File: src/rtl/adc_seq_pkg.sv
`timescale 1ns/1ps
package adc_seq_pkg;

  typedef enum logic [2:0] {
    ST_IDLE,
    ST_LAUNCH,
    ST_SHIFT,
    ST_WAIT,
    ST_DRAIN,
    ST_DSHIFT
  } seq_st_e;

  localparam logic [7:0] STATUS_CMD = 8'h0C;

  // Interleaved map: code = {ch[0], ch[2:1]}
  function automatic logic [2:0] mux_code(input logic [2:0] ch);
    return {ch[0], ch[2:1]};
  endfunction

endpackage

File: src/rtl/adc_spi_xfer.sv
`timescale 1ns/1ps
module adc_spi_xfer #(
  parameter int WORD_W   = 16,
  parameter int KEEP_W   = 13,
  parameter int HALF_DIV = 2
) (
  input  logic              clk,
  input  logic              rst,
  input  logic              start,
  input  logic [WORD_W-1:0] tx,
  input  logic              miso,
  output logic              cs_n,
  output logic              sclk,
  output logic              mosi,
  output logic              done,
  output logic [KEEP_W-1:0] rx_hi
);
  localparam int DIV_W = (HALF_DIV > 1) ? $clog2(HALF_DIV) : 1;
  localparam int BIT_W = $clog2(WORD_W);

  logic              active;
  logic [DIV_W-1:0]  div;
  logic [BIT_W-1:0]  bitn;
  logic [WORD_W-1:0] txs;
  logic [WORD_W-1:0] rxs;

  always_ff @(posedge clk) begin
    if (rst) begin
      active <= 1'b0;
      cs_n   <= 1'b1;
      sclk   <= 1'b0;
      mosi   <= 1'b0;
      done   <= 1'b0;
      div    <= '0;
      bitn   <= '0;
      txs    <= '0;
      rxs    <= '0;
    end else begin
      done <= 1'b0;
      if (!active) begin
        if (start) begin
          active <= 1'b1;
          cs_n   <= 1'b0;
          sclk   <= 1'b0;
          mosi   <= tx[WORD_W-1];
          txs    <= {tx[WORD_W-2:0], 1'b0};
          div    <= '0;
          bitn   <= '0;
        end
      end else if (div == DIV_W'(HALF_DIV - 1)) begin
        div <= '0;
        if (!sclk) begin
          sclk <= 1'b1;
          rxs  <= {rxs[WORD_W-2:0], miso};
        end else begin
          sclk <= 1'b0;
          if (bitn == BIT_W'(WORD_W - 1)) begin
            active <= 1'b0;
            cs_n   <= 1'b1;
            done   <= 1'b1;
          end else begin
            bitn <= bitn + 1'b1;
            mosi <= txs[WORD_W-1];
            txs  <= {txs[WORD_W-2:0], 1'b0};
          end
        end
      end else begin
        div <= div + 1'b1;
      end
    end
  end

  assign rx_hi = rxs[WORD_W-1 -: KEEP_W];

endmodule

File: src/rtl/adc_cmd_build.sv
`timescale 1ns/1ps
module adc_cmd_build #(
  parameter bit SMALL_VARIANT = 1'b0
) (
  input  logic [2:0] ch,
  input  logic       diff,
  input  logic       status,
  output logic [7:0] cmd
);
  import adc_seq_pkg::*;

  logic [7:0] raw;
  assign raw = status ? STATUS_CMD : {~diff, mux_code(ch), 4'b0000};

  generate
    if (SMALL_VARIANT) begin : g_small
      assign cmd = (raw & 8'hC0) | ((raw & 8'h0F) << 2);
    end else begin : g_full
      assign cmd = raw;
    end
  endgenerate

endmodule

File: src/rtl/adc_low_pick.sv
`timescale 1ns/1ps
module adc_low_pick #(
  parameter int NUM_CH = 8,
  localparam int CH_W = $clog2(NUM_CH)
) (
  input  logic [NUM_CH-1:0] mask,
  output logic              any,
  output logic [CH_W-1:0]   idx
);
  always_comb begin
    idx = '0;
    for (int i = NUM_CH - 1; i >= 0; i--) begin
      if (mask[i]) idx = CH_W'(i);
    end
  end
  assign any = |mask;
endmodule

File: src/rtl/adc_scan_seq.sv
`timescale 1ns/1ps
module adc_scan_seq #(
  parameter int NUM_CH        = 8,
  parameter int WORD_W        = 16,
  parameter int RES_W         = 13,
  parameter int OUT_W         = 16,
  parameter int HALF_DIV      = 2,
  parameter int EOC_TIMEOUT   = 4000,
  parameter bit SMALL_VARIANT = 1'b0,
  localparam int CH_W = $clog2(NUM_CH)
) (
  input  logic              clk,
  input  logic              rst,
  input  logic              scan_start,
  input  logic [NUM_CH-1:0] ch_en,
  input  logic [NUM_CH-1:0] ch_diff,
  input  logic              eoc,
  input  logic              miso,
  output logic              cs_n,
  output logic              sclk,
  output logic              mosi,
  output logic              busy,
  output logic              smp_valid,
  output logic [CH_W-1:0]   smp_ch,
  output logic [OUT_W-1:0]  smp_data,
  output logic              scan_done,
  output logic              scan_err
);
  import adc_seq_pkg::*;

  localparam int TMR_W = $clog2(EOC_TIMEOUT + 1);

  seq_st_e           state;
  logic [NUM_CH-1:0] pend;
  logic [NUM_CH-1:0] diff_l;
  logic [CH_W-1:0]   cur_ch;
  logic [CH_W-1:0]   prev_ch;
  logic              first;
  logic [TMR_W-1:0]  timer;
  logic [2:0]        eoc_s;
  logic              eoc_rise;

  logic              pick_any;
  logic [CH_W-1:0]   pick_idx;
  logic [7:0]        cmd;
  logic              xfer_start;
  logic              xfer_done;
  logic [RES_W-1:0]  xfer_rx;

  adc_low_pick #(.NUM_CH(NUM_CH)) u_pick (
    .mask (state == ST_IDLE ? ch_en : pend),
    .any  (pick_any),
    .idx  (pick_idx)
  );

  adc_cmd_build #(.SMALL_VARIANT(SMALL_VARIANT)) u_cmd (
    .ch     (3'(cur_ch)),
    .diff   (diff_l[cur_ch]),
    .status (state == ST_DRAIN),
    .cmd    (cmd)
  );

  assign xfer_start = (state == ST_LAUNCH) || (state == ST_DRAIN);

  adc_spi_xfer #(.WORD_W(WORD_W), .KEEP_W(RES_W), .HALF_DIV(HALF_DIV)) u_spi (
    .clk   (clk),
    .rst   (rst),
    .start (xfer_start),
    .tx    ({cmd, (WORD_W - 8)'(0)}),
    .miso  (miso),
    .cs_n  (cs_n),
    .sclk  (sclk),
    .mosi  (mosi),
    .done  (xfer_done),
    .rx_hi (xfer_rx)
  );

  always_ff @(posedge clk) begin
    if (rst) eoc_s <= '0;
    else     eoc_s <= {eoc_s[1:0], eoc};
  end
  assign eoc_rise = eoc_s[1] & ~eoc_s[2];

  always_ff @(posedge clk) begin
    if (rst) begin
      state     <= ST_IDLE;
      pend      <= '0;
      diff_l    <= '0;
      cur_ch    <= '0;
      prev_ch   <= '0;
      first     <= 1'b0;
      timer     <= '0;
      smp_valid <= 1'b0;
      smp_ch    <= '0;
      smp_data  <= '0;
      scan_done <= 1'b0;
      scan_err  <= 1'b0;
    end else begin
      smp_valid <= 1'b0;
      scan_done <= 1'b0;
      scan_err  <= 1'b0;
      case (state)
        ST_IDLE: begin
          if (scan_start) begin
            if (!pick_any) begin
              scan_done <= 1'b1;
            end else begin
              pend   <= ch_en;
              diff_l <= ch_diff;
              cur_ch <= pick_idx;
              first  <= 1'b1;
              state  <= ST_LAUNCH;
            end
          end
        end
        ST_LAUNCH: state <= ST_SHIFT;
        ST_SHIFT: begin
          if (xfer_done) begin
            if (!first) begin
              smp_valid <= 1'b1;
              smp_ch    <= prev_ch;
              smp_data  <= {{(OUT_W-RES_W){xfer_rx[RES_W-1]}}, xfer_rx};
            end
            first        <= 1'b0;
            prev_ch      <= cur_ch;
            pend[cur_ch] <= 1'b0;
            timer        <= '0;
            state        <= ST_WAIT;
          end
        end
        ST_WAIT: begin
          if (eoc_rise) begin
            if (pick_any) begin
              cur_ch <= pick_idx;
              state  <= ST_LAUNCH;
            end else begin
              state  <= ST_DRAIN;
            end
          end else if (timer == TMR_W'(EOC_TIMEOUT - 1)) begin
            scan_err  <= 1'b1;
            scan_done <= 1'b1;
            state     <= ST_IDLE;
          end else begin
            timer <= timer + 1'b1;
          end
        end
        ST_DRAIN: state <= ST_DSHIFT;
        ST_DSHIFT: begin
          if (xfer_done) begin
            smp_valid <= 1'b1;
            smp_ch    <= prev_ch;
            smp_data  <= {{(OUT_W-RES_W){xfer_rx[RES_W-1]}}, xfer_rx};
            scan_done <= 1'b1;
            state     <= ST_IDLE;
          end
        end
        default: state <= ST_IDLE;
      endcase
    end
  end

  assign busy = (state != ST_IDLE);

endmodule

File: config.mk
export PLATFORM = sky130hd
export DESIGN_NAME = adc_scan_seq
export DESIGN_NICKNAME = d
export VERILOG_FILES = /design/src/rtl/adc_seq_pkg.sv /design/src/rtl/adc_spi_xfer.sv /design/src/rtl/adc_cmd_build.sv /design/src/rtl/adc_low_pick.sv /design/src/rtl/adc_scan_seq.sv
export SDC_FILE = /design/constraint.sdc
export NUM_CORES = 1
export LEC_CHECK = 0
export BUFFER_PORTS_ARGS = -buffer_cell sky130_fd_sc_hd__buf_2
export CORE_UTILIZATION = 41
export CTS_CLUSTER_SIZE = 12
export DETAILED_ROUTE_END_ITERATION = 8
export PLACE_DENSITY = 0.71
export REMOVE_ABC_BUFFERS = 1
export SLEW_MARGIN = 5
export SYNTH_ARGS = -nofsm -noshare
export SYNTH_HDL_FRONTEND = slang
export SYNTH_SLANG_ARGS = --single-unit
File: constraint.sdc
create_clock -name clk -period 2.3 [get_ports clk]
set_input_delay 0.46 -clock clk [delete_from_list [all_inputs] [get_ports clk]]
set_output_delay 0.46 -clock clk [all_outputs]
set_load 0.005 [all_outputs]
Word level (Yosys, flattened, before mapping)
Index checks and enable logic that the tools add are counted.
Storage, ports and cells
  register bits: 105
  output and inout bits: 26
  logic and storage cells: 165
Operators by class
  $add $sub $neg: 3
  magnitude comparators: 2
  equal/unequal tests: 20
  muxes and demuxes: 86
  bitwise logic cells: 9
  reductions and logical operators: 23
Operator list (count)
  $mux W16: 8
  $mux W3: 21
  $mux W8: 5
  $mux W12: 3
  $mux W1: 33
  $pmux W16 S2: 1
  $pmux W12 S2: 1
  $mux W4: 5
  $reduce_and A4 Y1: 5
  $ne A2 B2 Y1 const B: 9
  $pmux W3 S6: 1
  $pmux W8 S2: 1
  $add A12 B1 Y12 const B: 1
  $eq A12 B12 Y1 const B: 1
  $pmux W3 S2: 2
  $reduce_bool A2 Y1: 5
  $reduce_and A3 Y1: 3
  $and A8 B8 Y8: 1
  $not A8 Y8: 1
  $reduce_or A8 Y1: 1
  $eq A3 B2 Y1 const B: 2
  $eq A3 B3 Y1 const B: 2
  $ne A2 B1 Y1 const B: 3
  $not A1 Y1: 6
  20 further kinds: 22

Longest topological paths before layout
Gate-level depths: netlist (run 1).
  depth after elaboration: 13
  depth in mapped cells: 8
  mapped depth without buffers: 6

Hierarchy
A second synthesis (run 1) with hierarchy kept.
Unflattened totals
  cells, all modules: 555
  area total of the unflattened synthesis: 4944.7 µm²
By module, submodules not included
  adc_scan_seq: times used 1, cells an instance 323, area an instance 2819.0 µm², seq. area each 1201.2 µm²
  adc_spi_xfer: times used 1, cells an instance 210, area an instance 1988.2 µm², seq. area each 820.8 µm²
  adc_low_pick: times used 1, cells an instance 13, area an instance 81.3 µm², seq. area each 0.0 µm²
  adc_cmd_build: times used 1, cells an instance 9, area an instance 56.3 µm², seq. area each 0.0 µm²

Least setup slack after synthesis (run 1)
OpenSTA, ideal clock, no wires.
  kind: register -> register
  from: register timer[0]
  to: register state[0]
  library setup time: 135 ps
  data arrival time: 1570 ps
  required time: 2165 ps
  path slack: 595 ps
  cell stages (with the launch flop): 7
  path buffers: 0
  clock period less this slack: 1705 ps
  cell sequence: dfxtp_1 > ha_1 > nand4_1 > nor3_1 > nor2_1 > a211oi_1 > a211oi_1
Between the ends
  longest elaborated chain between the ends: 3
RTL lines
  from (decl): line adc_scan_seq.sv:39  | logic [TMR_W-1:0] timer;
  from (signal assigned): line adc_scan_seq.sv:144  | timer <= timer + 1'b1;
  $eq A12 B12 Y1: line adc_scan_seq.sv:139  | end else if (timer == TMR_W'(EOC_TIMEOUT - 1)) begin
  $ne A3 B3 Y1 (no line)
  $reduce_and A5 Y1 (no line)
  to (signal assigned): line adc_scan_seq.sv:137  | state <= ST_DRAIN;
  to (signal assigned): line adc_scan_seq.sv:142  | state <= ST_IDLE;
  to (signal assigned): line adc_scan_seq.sv:147  | ST_DRAIN: state <= ST_DSHIFT;
  to (decl): line adc_scan_seq.sv:33  | seq_st_e state;
No other way between the ends.
A chain may end at the register's enable or synchronous reset.

Worst setup path in the final report (run 1)
  from: register state[1]
  to: output port busy
Between the ends
  longest elaborated chain between the ends: 1
RTL lines
  from (signal assigned): line adc_scan_seq.sv:86  | state <= ST_IDLE;
  from (signal assigned): line adc_scan_seq.sv:112  | state <= ST_LAUNCH;
  from (signal assigned): line adc_scan_seq.sv:116  | ST_LAUNCH: state <= ST_SHIFT;
  $reduce_bool A3 Y1: line adc_scan_seq.sv:162  | assign busy = (state != ST_IDLE);
  to (decl): line adc_scan_seq.sv:22  | output logic busy,
No other way between the ends.

==> impl_metrics.env, run 1 <==
export IMPL_status="finished, final reports clean"
export IMPL_initial_core_util=0.431
export IMPL_synthCells=471
export IMPL_first_pass_iters=4
export IMPL_fin_skew_ns=0.0115
export IMPL_power_per_cell_area_nw_per_um2=768
export IMPL_drt_total_wl_microns=8330
export IMPL_synth_edf_count=0
export IMPL_fin_crit_ns=1.95
export IMPL_antenna_found_initial=0
export IMPL_die_area_sq_um=10300
export IMPL_startpoint_type="register"
export IMPL_post_synth_top_area_fraction=0.451
export IMPL_die_width_microns=101
export IMPL_first_iter_violations=176
export IMPL_hold_buffers=0
export IMPL_clock_latency_ns=0.36
export IMPL_instances_no_fill=642
export IMPL_cts_tree="done"
export IMPL_netlist_top_cell_by_area="dfxtp_1"
export IMPL_synthTopCellsByArea="dfxtp_1 45%, mux2i_1 7.2%, nor2_1 7.0%, nand2_1 5.9%, a21oi_1 5.2%"
export IMPL_crit_required_ns=1.84
export IMPL_worstPathArrival_ns=1.49
export IMPL_avgSynthCellArea_sq_um=8.58
export IMPL_detail_route_antenna_nets=0
export IMPL_layout_nets=531
export IMPL_internal_power_mw=2.46
export IMPL_cap_viol_max_count=0
export IMPL_clk_path_buf_depth=2
export IMPL_async_reset_ff_frac=0
export IMPL_cts_setup_buffers=0
export IMPL_power_mw=3.50
export IMPL_reg2reg_slack_ns=0.38
export IMPL_synth_common_cells="91 x dfxtp_1, 75 x nor2_1, 63 x nand2_1"
export IMPL_ys_ff_latch=91
export IMPL_rsz0062_at_grt="no"
export IMPL_hold_violations=0
export IMPL_path_max_fanout=9
export IMPL_pwr_share_seq=0.508
export IMPL_grt_pass1_wl_microns=14200
export IMPL_placed_cell_area_sq_um=4350
export IMPL_synth_main_ff_cell="dfxtp_1"
export IMPL_fin_setup_tns_ns=0
export IMPL_cts_root_buf="clkbuf_8"
export IMPL_fin_crit_sh=0.849
export IMPL_fin_util=0.487
export IMPL_cts_inserted_buffers=9
export IMPL_tightest_slew_ns=0.556
export IMPL_switching_share=0.298
export IMPL_placedCellCount=626
export IMPL_synth_seq_area_share=0.451
export IMPL_die_height_microns=101
export IMPL_dpl_hpwl_microns=5840
export IMPL_routedWlPerCell_microns=13.0
export IMPL_grt_start_max_net_pins=52
export IMPL_max_freq_mhz=512
export IMPL_drive_above_1_share=0.175
export IMPL_final_cell_area_sq_um=4560
export IMPL_num_io_pins=47
export IMPL_syn_area_sq_um=4040
export IMPL_gp_congestion=0.871
export IMPL_vias=3305
export IMPL_vdd_ir_drop_max_mv=0.288
export IMPL_synthToLayoutAreaGrowth_pct=12.9
export IMPL_setup_viol_count_final=0
export IMPL_fp_row_count=35
export IMPL_overflow=0
export IMPL_numPortBuffers=46
export IMPL_coreArea_sq_um=9370
export IMPL_clkSlewWorstSetupHoldPaths_ns=0.08
export IMPL_htree_levels=3
export IMPL_track_usage=0.175
export IMPL_path_class="register to primary output"
export IMPL_finalMaxSlewViolations=0
export IMPL_leakagePower_nw=1.86
export IMPL_diodes=0
export IMPL_clkPwrFrac=0.318
export IMPL_switchingPower_mw=1.04
export IMPL_cp_end_kind="primary output"
export IMPL_drc_errors=0
export IMPL_hp_class="input port to register"
export IMPL_slew_headroom=0.629
export IMPL_netlist_cell_type_count=54
export IMPL_drt_vias_per_instance=5.15
export IMPL_ys_warn_count=0
export IMPL_grt_pass1_vias=3163
export IMPL_synth_most_common_cell="dfxtp_1"
export IMPL_combinationalPowerShare=0.174
export IMPL_post_cts_resized=0
export IMPL_clock_sinks=91
## critical path: stages (launching register included)
cell and delay [ns]:
dfxtp_1 0.41, buf_4 0.21, nor3_4 0.26, inv_1 0.11, buf_2 0.14
## layout by cell type (no fill, tap or decap), types with 2 or more instances in the layout
master / count
or2_2: 2
dfxtp_1: 91
a211oi_1: 7
nand2_1: 63
inv_6: 2
a21oi_1: 42
nand4_1: 6
mux2i_1: 29
xor2_1: 4
nand2b_1: 3
buf_4: 9
nor2_1: 75
nor2_2: 3
clkinv_2: 2
o31a_1: 2
buf_2: 46
or4_1: 2
xnor2_1: 10
clkbuf_8: 10
and3_1: 3
inv_1: 9
nor4_1: 5
nor3_1: 16
a31oi_1: 9
nand3_1: 8
nor2b_1: 5
a221oi_1: 2
ha_1: 2
nor3_2: 2
nand3b_1: 3
o21ai_0: 12
or3_1: 3
o211ai_1: 2
## final timing paths
| path | start | end | depth (start not counted) |
|---|---|---|---|
| min | eoc | eoc_s[0]$_SDFF_PP0_ | 2 |
| min reg2reg | eoc_s[0]$_SDFF_PP0_ | eoc_s[1]$_SDFF_PP0_ | 1 |
| max | state[1]$_SDFFE_PP0P_ | busy | 4 |
| max reg2reg | state[0]$_SDFFE_PP0P_ | cur_ch[0]$_SDFFE_PP0P_ | 6 |
## power groups by stage
stage,Sequential (mW),Clock (mW),Combinational (mW)
after global placement,1.81,0,0.588
after CTS,1.78,1.15,0.607
final,1.78,1.11,0.609
after floorplan,1.81,0,0.391
after detailed placement,1.81,0,0.602
after global routing,1.79,1.22,0.675
## routing by layer
| layer | global-route usage | wire (microns) |
|---|---|---|
| met3 | 0.0442 | 311 |
| met4 | 0.0769 | 154 |
| met5 | 0 | 0 |
| met1 | 0.210 | 3810 |
| met2 | 0.296 | 4060 |
## kinds of logic after synthesis
group	share of synthesized area
muxes	0.0774
AOI/OAI and AO/OA	0.132
buffers and inverters	0.0502
adders and majority gates	0.00619
and+or+nand+nor	0.253
DFF	0.451
xor gates and xnor gates	0.0303
## final cells by class
cell class	instances	area [sq um]
flip-flops and latches	91	1820
inverters	9	33.8
multi-input cells	341	2020
well taps	129	161
repair buffers	56	318
clock buffers	10	138
fillers	909	4810
clock inverters	6	68.8
## through the flow
step	setup slack, ns	hold slack, ns
floorplan	-0.194	0.414
global placement	0.415	0.433
detailed placement	0.388	0.428
CTS	0.344	0.319
global route	0.219	0.314
finish	0.348	0.329
## flip-flops by register name, summed over array words and instances, names as in the netlist
| register | cells |
|---|---|
| cur_ch | 3 |
| diff_l | 8 |
| eoc_s | 3 |
| first | 1 |
| pend | 8 |
| prev_ch | 3 |
| scan_done | 1 |
| scan_err | 1 |
| smp_ch | 3 |
| smp_data | 13 |
| smp_valid | 1 |
| state | 3 |
| timer | 12 |
| u_spi.active | 1 |
| u_spi.bitn | 4 |
| u_spi.cs_n | 1 |
| u_spi.div | 1 |
| u_spi.done | 1 |
| u_spi.mosi | 1 |
| u_spi.rxs | 16 |
| u_spi.sclk | 1 |
| u_spi.txs | 5 |
Note: power is estimated with default switching activity, not from simulation.
==> run 2: changes to the inputs <==
--- a/config.mk
+++ b/config.mk
@@ -9,7 +9,7 @@
 export CORE_UTILIZATION = 41
 export CTS_CLUSTER_SIZE = 12
 export DETAILED_ROUTE_END_ITERATION = 8
-export PLACE_DENSITY = 0.71
+export PLACE_DENSITY = 0.74
 export REMOVE_ABC_BUFFERS = 1
 export SLEW_MARGIN = 5
 export SYNTH_ARGS = -nofsm -noshare
==> constraint.sdc (replaced) <==
create_clock -name clk -period 1.6 [get_ports clk]
set_input_delay 0.32 -clock clk [delete_from_list [all_inputs] [get_ports clk]]
set_output_delay 0.32 -clock clk [all_outputs]
set_load 0.005 [all_outputs]
==> run 2 against run 1 <==
Against the previous run: the flow now finishes with violations (setup timing); final cell count increased by 12%; worst setup slack got worse by 0.47 ns; die area unchanged; critical path depth increased by 2; critical endpoint is now state[0]$_SDFFE_PP0P_.
==> impl_metrics.env, run 2 (same netlist as run 1, synthesis figures left out) <==
export IMPL_status="complete, but fails checks"
export IMPL_violations="setup timing"
export IMPL_layout_commonest_cell="dfxtp_1"
export IMPL_clkSlewWorstSetupHoldPaths_ns=0.10
export IMPL_vias=3853
export IMPL_combinationalPowerShare=0.289
export IMPL_final_cell_area_sq_um=5540
export IMPL_num_io_pins=47
export IMPL_numPortBuffers=46
export IMPL_regMostFlops="u_spi.rxs"
export IMPL_htree_levels=3
export IMPL_clkPwrFrac=0.281
export IMPL_timing_critical_path_from="pend[0]$_SDFFE_PP0P_"
export IMPL_cts_inserted_buffers=9
export IMPL_rsz0062_at_grt="yes"
export IMPL_first_iter_violations=318
export IMPL_cp_end_kind="register"
export IMPL_multi_input_area_sq_um=2280
export IMPL_initial_core_util=0.431
export IMPL_clock_sinks=91
export IMPL_hp_class="input port to register"
export IMPL_internal_power_mw=4.02
export IMPL_first_pass_iters=6
export IMPL_worstPathArrival_ns=1.97
export IMPL_vdd_ir_drop_max_mv=0.432
export IMPL_min_delay_start="ch_diff[1]"
export IMPL_grt_start_max_net_pins=57
export IMPL_switchingPower_mw=1.84
export IMPL_path_max_fanout=2
export IMPL_gp_congestion=0.891
export IMPL_hold_violations=0
export IMPL_final_cell_mix="84 x dfxtp_1, 70 x buf_4, 69 x nor2_1"
export IMPL_drt_total_wl_microns=10700
export IMPL_fin_ws_ns=-0.121
export IMPL_die_height_microns=101
export IMPL_largestRegisters="u_spi.rxs: 16 flops, smp_data: 13 flops, timer: 12 flops"
export IMPL_clk_path_buf_depth=2
export IMPL_cts_root_buf="clkbuf_8"
export IMPL_die_width_microns=101
export IMPL_pwr_share_seq=0.430
export IMPL_route_met3_wl_microns=519
export IMPL_diodes=0
export IMPL_routedWlPerCell_microns=14.9
export IMPL_slew_headroom=0.743
export IMPL_path_class="register to register"
export IMPL_met2_length_microns=5630
export IMPL_track_usage=0.199
export IMPL_fin_crit_sh=1.08
export IMPL_die_area_sq_um=10300
export IMPL_power_per_cell_area_nw_per_um2=1060
export IMPL_met1Wirelength_microns=4260
export IMPL_tightest_slew_ns=0.382
export IMPL_overflow=0
export IMPL_fin_crit_ns=1.72
export IMPL_fill_cells=765
export IMPL_grt_pass1_vias=3595
export IMPL_finalMaxSlewViolations=0
export IMPL_layout_nets=609
export IMPL_leakagePower_nw=2.34
export IMPL_switching_share=0.314
export IMPL_max_freq_mhz=581
export IMPL_fp_row_count=35
export IMPL_synthToLayoutAreaGrowth_pct=37.2
export IMPL_rr_startpoint="pend[0]$_SDFFE_PP0P_"
export IMPL_hold_buffers=0
export IMPL_placed_cell_area_sq_um=4790
export IMPL_dpl_hpwl_microns=6540
export IMPL_routed_top_layer="met4"
export IMPL_drc_errors=0
export IMPL_cts_tree="done"
export IMPL_worst_r2r_cell_count=6
export IMPL_coreArea_sq_um=9370
export IMPL_reg2reg_slack_ns=-0.12
export IMPL_detail_route_antenna_nets=0
export IMPL_grt_pass1_wl_microns=16200
export IMPL_power_mw=5.86
export IMPL_cap_viol_max_count=0
export IMPL_largest_register_ffs=16
export IMPL_clock_latency_ns=0.37
export IMPL_fin_skew_ns=0.00575
export IMPL_setup_viol_count_final=43
export IMPL_startpoint_type="register"
export IMPL_endpoint="state[0]$_SDFFE_PP0P_"
export IMPL_drive_above_1_share=0.362
export IMPL_antenna_found_initial=0
export IMPL_crit_required_ns=1.85
export IMPL_drt_vias_per_instance=5.35
export IMPL_r2r_end="state[0]$_SDFFE_PP0P_"
export IMPL_register_area_sq_um=1840
-- run 2: changes by cell type in the layout (fill, tap and decap cells not counted), sizes merged --
cell      previous run  this run
buf                 56       131
clkinvlp             0         1
clkbuf              10        12
clkinv               2         1
nand3b               3         4
-- run 2: how the worst min path moves through the flow --
stage | to | cells after the start | slack [ns]
floorplan | pend[0]$_SDFFE_PP0P_ | 1 | 0.39
global placement | eoc_s[1]$_SDFF_PP0_ | 1 | 0.43
detailed placement | eoc_s[1]$_SDFF_PP0_ | 1 | 0.44
CTS | u_spi.rxs[0]$_SDFFE_PP0P_ | 3 | 0.18
global route | u_spi.rxs[0]$_SDFFE_PP0P_ | 3 | 0.19
finish | diff_l[1]$_SDFFE_PP0P_ | 3 | 0.19
-- run 2: power groups by stage --
stage / sequential [mW] / combinational [mW] / clock, mW
finish: 2.52 / 1.69 / 1.65
global route: 2.54 / 1.80 / 1.78
CTS: 2.51 / 1.32 / 1.67
detailed placement: 2.56 / 1.12 / 0
global placement: 2.56 / 1.09 / 0
floorplan: 2.60 / 0.562 / 0
-- run 2: per-stage QoR --
stage          setup TNS (ns)  worst slack [ns]  cells  utilization  hold slack, ns
2_1_floorplan          -20.78            -0.894    441            -           0.389
3_3_place_gp            -4.27            -0.153    681        0.511           0.433
3_5_place_dp            -6.20            -0.228    681        0.511           0.436
4_1_cts                -0.178           -0.0559    707        0.549           0.177
5_1_grt                 -5.88            -0.189    720        0.591           0.186
6_report                -1.33            -0.121    720        0.591           0.188
-- run 2: critical path: stages, from the launching register on --
cell and delay [ns]:
dfxtp_2 0.33, or4_4 0.57, buf_6 0.14, o211ai_1 0.19, a21oi_2 0.10, a211oi_2 0.21, a211oi_1 0.07
-- run 2: final cells by class --
cell class | count | share of cell area
sequential | 91 | 0.331
tap | 129 | 0.0291
clock inverter | 6 | 0.0129
clock buffer | 10 | 0.0248
timing repair buffer | 133 | 0.185
multi-input combinational | 342 | 0.411
inverter | 9 | 0.00655
-- run 2: metal layers --
metal  vias up  GRT usage
met5         -          0
met4         0      0.100
met3        38     0.0511
met2       123      0.332
met1      1833      0.238
li1       1859          -
-- run 2: what timing repair did --
action | in CTS | in global routing
resized for setup | 22 | 64
gates cloned | 0 | 3
setup endpoints to repair | 64 | 58
pin swaps | 8 | 21
setup buffers | 10 | 10
